File: src/rtl/timer_pkg.sv
package timer_pkg;
  localparam int CNT_W   = 12;
  localparam int DATA_W  = 8;
  localparam int N_TAPS  = 2;
  localparam int TAP_W [N_TAPS] = '{7, 10};
endpackage

File: src/rtl/timer_counter.sv
module timer_counter #(
  parameter int CNT_W = 12
) (
  input  logic             clk_i,
  input  logic             rst_ni,
  input  logic             tick_i,
  output logic [CNT_W-1:0] cnt_o
);
  always_ff @(posedge clk_i or negedge rst_ni) begin
    if (!rst_ni)     cnt_o <= '0;
    else if (tick_i) cnt_o <= cnt_o + 1'b1;
  end

  AST_CNT_STEP: assert property (@(posedge clk_i) disable iff (!rst_ni)
    tick_i |=> cnt_o == CNT_W'($past(cnt_o) + 1'b1));
  AST_CNT_HOLD: assert property (@(posedge clk_i) disable iff (!rst_ni)
    !tick_i |=> $stable(cnt_o));
endmodule

File: src/rtl/timer_irq_tap.sv
module timer_irq_tap #(
  parameter int TAP_W = 7
) (
  input  logic             clk_i,
  input  logic             rst_ni,
  input  logic             tick_i,
  input  logic [TAP_W-1:0] cnt_low_i,
  output logic             irq_o
);
  // pulse lands in the cycle the low bits read zero
  always_ff @(posedge clk_i or negedge rst_ni) begin
    if (!rst_ni) irq_o <= 1'b0;
    else         irq_o <= tick_i & (&cnt_low_i);
  end

  AST_IRQ_SINGLE: assert property (@(posedge clk_i) disable iff (!rst_ni)
    irq_o |=> !irq_o);
  AST_IRQ_AT_ZERO: assert property (@(posedge clk_i) disable iff (!rst_ni)
    irq_o |-> cnt_low_i == '0);
endmodule

File: src/rtl/timer_read_port.sv
module timer_read_port #(
  parameter int CNT_W  = 12,
  parameter int DATA_W = 8
) (
  input  logic              clk_i,
  input  logic              rst_ni,
  input  logic              rd_en_i,
  input  logic              sel_hi_i,
  input  logic [CNT_W-1:0]  cnt_i,
  output logic [DATA_W-1:0] rdata_o
);
  localparam int HI_W = CNT_W - DATA_W;

  logic [HI_W-1:0] hold_q;

  always_ff @(posedge clk_i or negedge rst_ni) begin
    if (!rst_ni) begin
      hold_q  <= '0;
      rdata_o <= '0;
    end else if (rd_en_i) begin
      if (sel_hi_i) begin
        rdata_o <= {{(DATA_W-HI_W){1'b0}}, hold_q};
      end else begin
        rdata_o <= cnt_i[DATA_W-1:0];
        hold_q  <= cnt_i[CNT_W-1:DATA_W];
      end
    end
  end

  AST_HOLD_STABLE: assert property (@(posedge clk_i) disable iff (!rst_ni)
    !(rd_en_i && !sel_hi_i) |=> $stable(hold_q));
  AST_HOLD_SNAP: assert property (@(posedge clk_i) disable iff (!rst_ni)
    (rd_en_i && !sel_hi_i) |=> hold_q == $past(cnt_i[CNT_W-1:DATA_W]));
  AST_HI_RSVD: assert property (@(posedge clk_i) disable iff (!rst_ni)
    (rd_en_i && sel_hi_i) |=> rdata_o[DATA_W-1:HI_W] == '0);
  AST_RDATA_KEEP: assert property (@(posedge clk_i) disable iff (!rst_ni)
    !rd_en_i |=> $stable(rdata_o));
endmodule

File: src/rtl/free_run_timer.sv
module free_run_timer
  import timer_pkg::*;
(
  input  logic              clk_i,
  input  logic              rst_ni,
  input  logic              tick_i,
  input  logic              rd_en_i,
  input  logic              sel_hi_i,
  output logic [DATA_W-1:0] rdata_o,
  output logic              irq_128_o,
  output logic              irq_1024_o
);
  logic [CNT_W-1:0]  cnt;
  logic [N_TAPS-1:0] irq_v;

  timer_counter #(.CNT_W(CNT_W)) u_cnt (
    .clk_i, .rst_ni, .tick_i, .cnt_o(cnt)
  );

  for (genvar g = 0; g < N_TAPS; g++) begin : g_tap
    timer_irq_tap #(.TAP_W(TAP_W[g])) u_tap (
      .clk_i, .rst_ni, .tick_i,
      .cnt_low_i(cnt[TAP_W[g]-1:0]),
      .irq_o(irq_v[g])
    );
  end

  timer_read_port #(.CNT_W(CNT_W), .DATA_W(DATA_W)) u_rd (
    .clk_i, .rst_ni, .rd_en_i, .sel_hi_i, .cnt_i(cnt), .rdata_o
  );

  assign irq_128_o  = irq_v[0];
  assign irq_1024_o = irq_v[1];

  AST_IRQ_NESTED: assert property (@(posedge clk_i) disable iff (!rst_ni)
    irq_1024_o |-> irq_128_o);
endmodule

File: config.mk
export PLATFORM = sky130hd
export DESIGN_NAME = free_run_timer
export DESIGN_NICKNAME = d
export VERILOG_FILES = /design/src/rtl/timer_pkg.sv /design/src/rtl/timer_counter.sv /design/src/rtl/timer_irq_tap.sv /design/src/rtl/timer_read_port.sv /design/src/rtl/free_run_timer.sv
export SDC_FILE = /design/constraint.sdc
export NUM_CORES = 1
export LEC_CHECK = 0
export CELL_PAD_IN_SITES_DETAIL_PLACEMENT = 2
export CELL_PAD_IN_SITES_GLOBAL_PLACEMENT = 2
export CORE_AREA = 2 2 62 58
export DETAILED_ROUTE_END_ITERATION = 8
export DIE_AREA = 0 0 64 60
export PLACE_DENSITY_LB_ADDON = 0.1
export SLEW_MARGIN = 20
export SYNTH_ARGS = -nofsm -noshare
export SYNTH_HDL_FRONTEND = slang
export SYNTH_SLANG_ARGS = --single-unit
File: constraint.sdc
create_clock -name clk_i -period 1.5 [get_ports clk_i]
set_input_delay 0.15 -clock clk_i [delete_from_list [all_inputs] [get_ports clk_i]]
set_output_delay 0.15 -clock clk_i [all_outputs]
set_load 0.03 [all_outputs]
==> results of run 1 <==
[power groups by stage]
| stage | clock (W) | sequential [W] | combinational, W |
|---|---|---|---|
| after floorplan | 0 | 0.00108 | 0.000208 |
| after global placement | 0 | 0.00101 | 0.000519 |
| after detailed placement | 0 | 0.00102 | 0.000547 |
| after CTS | 0.000513 | 0.000999 | 0.000521 |
| after global routing | 0.000537 | 0.00102 | 0.000567 |
| final | 0.000489 | 0.000994 | 0.000506 |
[sequential cells by signal, indices dropped and copies added (netlist names)]
name	flops
u_cnt.cnt_o	12
g_tap.u_tap.irq_o	2
u_rd.rdata_o	8
u_rd.hold_q	4
[logic make-up (layout without fill, tap and decap cells)]
group / Yosys count / in the layout
AND/OR/NAND/NOR: 27 / 27
flip-flops: 26 / 26
XOR/XNOR: 11 / 11
AO/OA/AOI/OAI: 9 / 9
buffers and inverters: 9 / 30
multiplexers: 8 / 8
adder cells (fa/ha/maj): 1 / 1
[metrics by stage]
step	utilization, %	hold WS [ns]	std cells	worst slack, ns	total power, W
floorplan	-	-0.146	91	0.356	0.00128
global placement	40.7	0.474	152	0.144	0.00152
detailed placement	40.7	0.480	152	0.0182	0.00156
CTS	42.0	0.170	156	0.158	0.00203
global route	42.0	0.187	156	0.0400	0.00213
finish	42.0	0.174	156	0.191	0.00199
[layout by cell type, fill, tap and decap left out]
master | synthesis | layout
clkbuf_4 | 0 | 3
xnor2_1 | 5 | 5
nor2_1 | 8 | 8
mux2i_1 | 4 | 4
buf_4 | 0 | 6
a21oi_1 | 4 | 4
dlygate4sd2_1 | 0 | 10
nor3_2 | 1 | 1
dfrtp_1 | 26 | 26
ha_1 | 1 | 1
o21ai_0 | 5 | 5
nand3_1 | 3 | 3
inv_1 | 6 | 6
nand4_4 | 1 | 1
mux2_2 | 4 | 4
xor2_1 | 6 | 6
nand4_1 | 2 | 2
nand3b_1 | 4 | 4
bufinv_16 | 0 | 1
nand2b_1 | 1 | 1
nor3_1 | 2 | 2
nand2_1 | 4 | 4
clkdlybuf4s50_1 | 0 | 4
nor4_2 | 1 | 1
[path summary, 6_finish.rpt]
kind	start	end	cells past startpoint
worst max-delay path	u_cnt.cnt_o[1]$_DFFE_PN0P_	u_cnt.cnt_o[8]$_DFFE_PN0P_	4
worst min-delay path	rst_ni	g_tap[0].u_tap.irq_o$_DFF_PN0_	2
worst max register to register	u_cnt.cnt_o[1]$_DFFE_PN0P_	u_cnt.cnt_o[8]$_DFFE_PN0P_	4
worst min register to register	u_cnt.cnt_o[11]$_DFFE_PN0P_	u_cnt.cnt_o[11]$_DFFE_PN0P_	1
max in group asynchronous	rst_ni	u_rd.hold_q[1]$_DFFE_PN0P_	2
min in group clk_i	u_cnt.cnt_o[11]$_DFFE_PN0P_	u_cnt.cnt_o[11]$_DFFE_PN0P_	1
[cell type report]
type | instances | area (sq um)
clock buffer | 3 | 22.5
clock inverter | 1 | 30.0
fill | 346 | 1870
inverter | 6 | 22.5
multi-input combinational | 56 | 402
sequential | 26 | 651
tap | 44 | 55.1
timing repair buffer | 20 | 173
[layer usage]
layer / track usage (%) / routed length, um / part of all wire (%) / up-vias
met1: 18.6 / 1100 / 48 / 351
met3: 2.45 / 56 / 2.4 / 2
met2: 23.8 / 1110 / 48 / 12
li1: - / - / - / 345
met4: 4.66 / 24 / 1.0 / 0
met5: 0 / 0 / 0 / -
[repair_timing]
item / 4_1_cts / 5_1_grt
endpoints found under the hold margin: 0 / 0
endpoints found under the setup margin: 10 / 0
resized for setup: 10 / 0
==> qor_table.md, run 1 <==
| Result | This run |
| --- | --- |
| Outcome | complete, no violations |
| Mean number of vias per cell | 4.55 |
| Setup tns final | 0 ns |
| Worst setup slack for register-to-register paths | 0.19 ns |
| Area of the core | 3230 sq um |
| Fmax achieved | 0.764 GHz |
| Number of hold violations in the final report | 0 |
| Ordered list of cells on the worst path | ha_1 > nand3_1 > nor3_1 > xor2_1 |
| Stage delay of the slowest cell on the critical path | 0.43 ns |
| Switching fraction of total power | 33.3% |
| Setup bufs post-CTS | 0 |
| Most used standard cells in the synthesized netlist | dfrtp_1, nor2_1, inv_1, xor2_1 |
| Ranking of synthesized cells by area | dfrtp_1, xor2_1, mux2_2 |
| Netlist area before placement | 1090 sq um |
| Placed inst area | 1320 sq um |
| Class of the tightest hold or removal check | in2async |
| CTS clock-pin slew for the worst setup and hold paths | 0.15 ns |
| Proportion of power drawn by the clock network | 24.6% |
| Port-buffer cells | 14 |
| Routed wire length per instance | 14.7 um |
| Post-route ant nets | 0 |
| Post-detailed-placement half-perimeter wirelength | 1.74 mm |
| Row count | 20 |
| Synth async-reset ratio | 100% |
| # H-tree levels | 1 |
| Worst slew margin | 77.2% |
| Endpoint type of the worst setup path | register |
| Overall via count from detail_route | 710 |
| Via count of the first global-routing pass | 803 |
| Required time reported for the critical path endpoint | 1.77 ns |
| Int Pwr | 0.00133 W |
| Critical path class | reg2reg |
| Finished Cell Area | 1360 sq um |
| Post-detailed-route DRC marker count | 0 |
| Cell count after synthesis | 91 |
| Number of clock buffers inserted by TritonCTS | 3 |
| Fraction of final layout cells sized beyond drive strength 1 | 15.2% |
| Largest delay contributor family on the critical path | flip-flops |
| CTS Sinks | 26 |
| Initial core utilization | 33.7% |
| Final period demand of the worst path | 1.31 ns |
| Largest family of logic cells by synthesized area | simple AND/OR/NAND/NOR gates |
| Hold buffers post-CTS | 0 |
| Slew at the pin closest to its max-slew limit | 0.343 ns |
| Number of antenna violations at the first check in global routing | 0 |
| Power density normalized to cell area | 1470 nW/um^2 |
| Most used standard cell by instance count after synthesis | dfrtp_1 |
| Net total in the final layout | 119 |
| Number of max-slew violations in the final report | 0 |
| Combined global-route utilization of all metal layers | 14.1% |
| Top-area cell type share of the netlist area | 59.8% |
| Adder-cell area share of the yosys netlist | 1.15% |
| Drt first pass iters | 2 |
| Max cap viols | 0 |
| Clock tree buffer depth | 2 |
| Post-Syn Nets | 97 |
| Final setup skew | 0.00660 ns |
| Endpoints failing setup | 0 |
| Drt first-iter violations | 17 |
| Syn-to-layout area delta | 24.6% |
| Grt ovf | 0 |
| Largest net degree at the start of global routing | 27 |
| Maximum vdd drop | 0.767 mV |
| Average cell area after synthesis | 11.9 sq um |
| Count of inserted antenna diode cells | 0 |
| Clock Tree Root | clkbuf_4 |
| Count of distinct cell types in the synthesized netlist | 21 |
| Leakage power | 0.654 nW |
| Most frequently used flop master after synthesis | dfrtp_1 |
| Wirelength, routed | 2.30 mm |
| Slowest cell on the critical path | dfrtp_1 |
| Number of synthesized flops with an enable pin | 0 |
| Source-to-sink clock delay at the later pin of the worst-skew pair | 0.33 ns |
| Cell taking the most area after synthesis | dfrtp_1 |
| Die width | 64 um |
| Area fraction in compound gates after synthesis | 4.14% |
| Relative contribution of sequential cells to total power | 50.0% |
| I/O Pins | 15 |
| Syn. warnings | 0 |
| Clock tree from TritonCTS | built |
| Sequential area share after synthesis | 59.8% |
| Number of storage elements in the synthesis netlist | 26 |
| Simple-Gate Fraction of Synth Area | 15.0% |
| Sw power | 0.000663 W |
| Global-route wire length before repair | 3.96 mm |
| Combinational Power Share | 25.4% |
| Post-synthesis share of cell area spent on xor and xnor gates | 8.86% |
| Startpoint types | register |
| Chip Height | 60 um |
| Die Area | 3840 sq um |
| Crit path buffers/inverters | 0 |
| Final weighted congestion of routability-driven global placement | 0.713 |
| Worst EP arrival | 1.58 ns |
| Post-synthesis mux area share | 7.83% |
| RSZ-0062 raised after global routing | false |
| Crit Path Max Fanout | 4 |
| Final cycle utilization of the critical path | 87.3% |
No activity file was read; power rests on OpenSTA's default activity.
==> run 2: changes to the inputs <==
ABC_AREA = 1   (was default)
CORE_AREA = 2 2 67 63   (was 2 2 62 58)
CTS_CLUSTER_SIZE = 24   (was default)
DIE_AREA = 0 0 69 65   (was 0 0 64 60)
HOLD_SLACK_MARGIN = 0.1   (was default)
==> run 2 against run 1 <==
Net effect: utilization fell by 4.4 points; sequential share of layout area fell by 3.0 points; largest power group unchanged; critical path type is now reg2out; clock power fell by 20%; flip-flop and latch count did not move; largest cell class unchanged.
==> qor_table.md, run 2 <==
| Result | This run | vs previous |
| --- | --- | --- |
| Startpoint types | register |  |
| Required time reported for the critical path endpoint | 1.35 ns | -0.42 ns |
| Grt ovf | 0 | unchanged |
| Ordered list of cells on the worst path | clkdlybuf4s50_1 |  |
| Drt first-iter violations | 33 | +16 |
| Wirelength, routed | 2.84 mm | +24% |
| Crit Path Max Fanout | 2 | -2 |
| Final cycle utilization of the critical path | 95.9% | +8.6 points |
| Syn-to-layout area delta | 24.4% |  |
| Post-route ant nets | 0 | unchanged |
| Depth of the worst register-to-register path | 5 | +1 |
| Ranking of synthesized cells by area | dfrtp_1, nand2_1, inv_1 |  |
| Area taken by multi-input logic gates | 400 sq um | -0.31% |
| Sequential area share after synthesis | 56.0% | -3.9 points |
| Post-detailed-route DRC marker count | 0 | unchanged |
| Post-Syn Nets | 139 | +43% |
| Maximum vdd drop | 0.458 mV | -40% |
| Average cell area after synthesis | 8.74 sq um | -27% |
| Outcome | complete, no violations |  |
| Register bank with the most flops | u_cnt.cnt_o |  |
| CTS clock-pin slew for the worst setup and hold paths | 0.09 ns | -0.06 ns |
| Power density normalized to cell area | 1460 nW/um^2 | -0.60% |
| Regs by FF count | u_cnt.cnt_o: 12 flops, u_rd.rdata_o: 8 flops, u_rd.hold_q: 4 flops |  |
| Chip Height | 65 um | +8.3% |
| Slowest cell on the critical path | clkdlybuf4s50_1 |  |
| Post-synthesis share of cell area spent on xor and xnor gates | 3.77% | -5.1 points |
| Mean number of vias per cell | 4.63 | +1.8% |
| Source-to-sink clock delay at the later pin of the worst-skew pair | 0.26 ns | -0.07 ns |
| Setup bufs post-CTS | 0 | unchanged |
| Max FFs per register | 12 | unchanged |
| Met3 Routed Length | 74 um | +32% |
| Most frequently used flop master after synthesis | dfrtp_1 |  |
| Overall via count from detail_route | 931 | +31% |
| Highest routed layer | met4 |  |
| Largest family of logic cells by synthesized area | simple AND/OR/NAND/NOR gates |  |
| Combined global-route utilization of all metal layers | 14.7% | +0.53 points |
| Routed wire length per instance | 14.1 um | -3.8% |
| Number of antenna violations at the first check in global routing | 0 | unchanged |
| Final period demand of the worst path | 1.44 ns | +0.129 ns |
| Largest net degree at the start of global routing | 27 | unchanged |
| Most frequent cells in the layout | nand2_1, inv_1, dfrtp_1 |  |
| Simple-Gate Fraction of Synth Area | 20.8% | +5.8 points |
| Number of clock buffers inserted by TritonCTS | 3 | unchanged |
| Final weighted congestion of routability-driven global placement | 0.734 | +3.0% |
| Worst R2R End | u_cnt.cnt_o[6]$_DFFE_PN0P_ |  |
| # H-tree levels | 1 | unchanged |
| Syn. warnings | 0 | unchanged |
| Final setup skew | 0.00257 ns | -0.00403 ns |
| Fmax achieved | 0.695 GHz | -8.9% |
| Number of storage elements in the synthesis netlist | 26 | unchanged |
| Worst setup slack for register-to-register paths | 0.20 ns | about the same |
| Stage delay of the slowest cell on the critical path | 0.67 ns | +0.24 ns |
| Area fraction in compound gates after synthesis | 8.83% | +4.7 points |
| Met1 routed wirelength after detailed routing | 1.40 mm | +27% |
| Commonest non-fill, non-tap cell in the layout | nand2_1 |  |
| Cell count after synthesis | 133 | +46% |
| Endpoint type of the worst setup path | primary output |  |
| Fraction of final layout cells sized beyond drive strength 1 | 8.50% | -6.7 points |
| Class of the tightest hold or removal check | in2async |  |
| Total area of sequential cells | 651 sq um | unchanged |
| Critical path class | reg2out |  |
| Area of the core | 3850 sq um | +19% |
| Clock tree from TritonCTS | built |  |
| Clock tree buffer depth | 2 | unchanged |
| Endpoints failing setup | 0 | unchanged |
| CTS Sinks | 26 | unchanged |
| Synth async-reset ratio | 100% | unchanged |
| Critical register-to-register path startpoint | u_cnt.cnt_o[0]$_DFFE_PN0P_ |  |
| Detailed route wirelength on metal2 | 1.35 mm | +22% |
| Most used standard cells in the synthesized netlist | nand2_1, dfrtp_1, inv_1 |  |
| Post-detailed-placement half-perimeter wirelength | 2.20 mm | +26% |
| Crit path buffers/inverters | 1 | +1 |
| Count of fill cells added during filler insertion | 461 | +33% |
| Die width | 69 um | +7.8% |
| Netlist area before placement | 1160 sq um | +6.9% |
| Worst EP arrival | 1.29 ns | -0.29 ns |
| Finished Cell Area | 1450 sq um | +6.7% |
| Post-synthesis mux area share | 0% | -7.8 points |
| Die Area | 4490 sq um | +17% |
| Largest delay contributor family on the critical path | buffers and inverters |  |
| Placed inst area | 1400 sq um | +6.7% |
| RSZ-0062 raised after global routing | false |  |
| Slew at the pin closest to its max-slew limit | 0.349 ns | +0.00633 ns |
| Port-buffer cells | 14 | unchanged |
| I/O Pins | 15 | unchanged |
| Most used standard cell by instance count after synthesis | nand2_1 |  |
| Clock Tree Root | clkbuf_8 |  |
| Worst slew margin | 76.7% | -0.42 points |
| Initial core utilization | 30.2% | -3.5 points |
| Cell taking the most area after synthesis | dfrtp_1 |  |
| Setup tns final | 0 ns | unchanged |
| Hold buffers post-CTS | 0 | unchanged |
| Adder-cell area share of the yosys netlist | 1.08% | -0.074 points |
| Global-route wire length before repair | 5.14 mm | +30% |
| Top-area cell type share of the netlist area | 56.0% | -3.9 points |
| Number of max-slew violations in the final report | 0 | unchanged |
| Drt first pass iters | 2 | unchanged |
| Number of hold violations in the final report | 0 | unchanged |
| Leakage power | 0.722 nW | +10% |
| Row count | 22 | +10% |
| Count of inserted antenna diode cells | 0 | unchanged |
| Max cap viols | 0 | unchanged |
| Via count of the first global-routing pass | 1,006 | +25% |
| Count of distinct cell types in the synthesized netlist | 19 | -9.5% |
| Net total in the final layout | 161 | +35% |
| Number of synthesized flops with an enable pin | 0 | unchanged |
[run 2: routing by layer]
layer / GRT usage (%) / vias up
met5: 0 / -
met4: 4.41 / 0
met3: 2.18 / 2
met2: 23.8 / 10
met1: 20.3 / 464
li1: - / 455
[run 2: layout make-up]
type	instances	area share, %
Multi-Input combinational cell	78	27.7
Clock buffer	3	2.85
Sequential cell	26	45.0
Inverter	27	7.01
Timing Repair Buffer	19	13.3
Tap cell	48	4.15
[run 2: worst max path at each step]
stage | cells past startpoint | slack, ns | to | startpoint
floorplan | 6 | 0.37 | u_cnt.cnt_o[10]$_DFFE_PN0P_ | u_cnt.cnt_o[0]$_DFFE_PN0P_
global route | 1 | 0.002 | rdata_o[0] | u_rd.rdata_o[0]$_DFFE_PN0P_
detailed placement | 5 | 0.13 | u_cnt.cnt_o[6]$_DFFE_PN0P_ | tick_i
global placement | 6 | 0.14 | u_cnt.cnt_o[10]$_DFFE_PN0P_ | tick_i
finish | 1 | 0.06 | rdata_o[5] | u_rd.rdata_o[5]$_DFFE_PN0P_
CTS | 1 | 0.04 | rdata_o[6] | u_rd.rdata_o[6]$_DFFE_PN0P_
[run 2: cells by family after synthesis]
family / Yosys count
xor+xnor: 5
flops: 26
simple gates: 54
fa+ha+maj: 1
compound gates: 18
buf+inv: 29
[run 2: where the power goes]
group	internal [W]	total, W	switching [W]
Sequential	0.000864	0.00105	0.000184
Clock	0.000180	0.000390	0.000211
Combinational	0.000263	0.000673	0.000410
Total	0.00131	0.00211	0.000804
[run 2: what timing repair did]
action,4_1_cts,5_1_grt
endpoints found under the setup margin,0,1
hold endpoints to repair,0,0
resized for setup,0,1
[run 2: stage by stage]
step	setup WS (ns)	total power (W)	hold slack, ns	utilization, %	instances
finish	0.0619	0.00211	0.255	37.5	201
global route	0.00225	0.00229	0.288	37.5	201
CTS	0.0378	0.00215	0.271	37.5	201
detailed placement	0.132	0.00175	0.471	36.4	198
global placement	0.143	0.00170	0.467	36.4	198
floorplan	0.365	0.00146	-0.146	-	133
==> run 3: changes to the inputs <==
SLEW_MARGIN = default   (was 20)
==> results of run 3 <==
No change in the layout: final DEF, timing and power equal those of run 2.
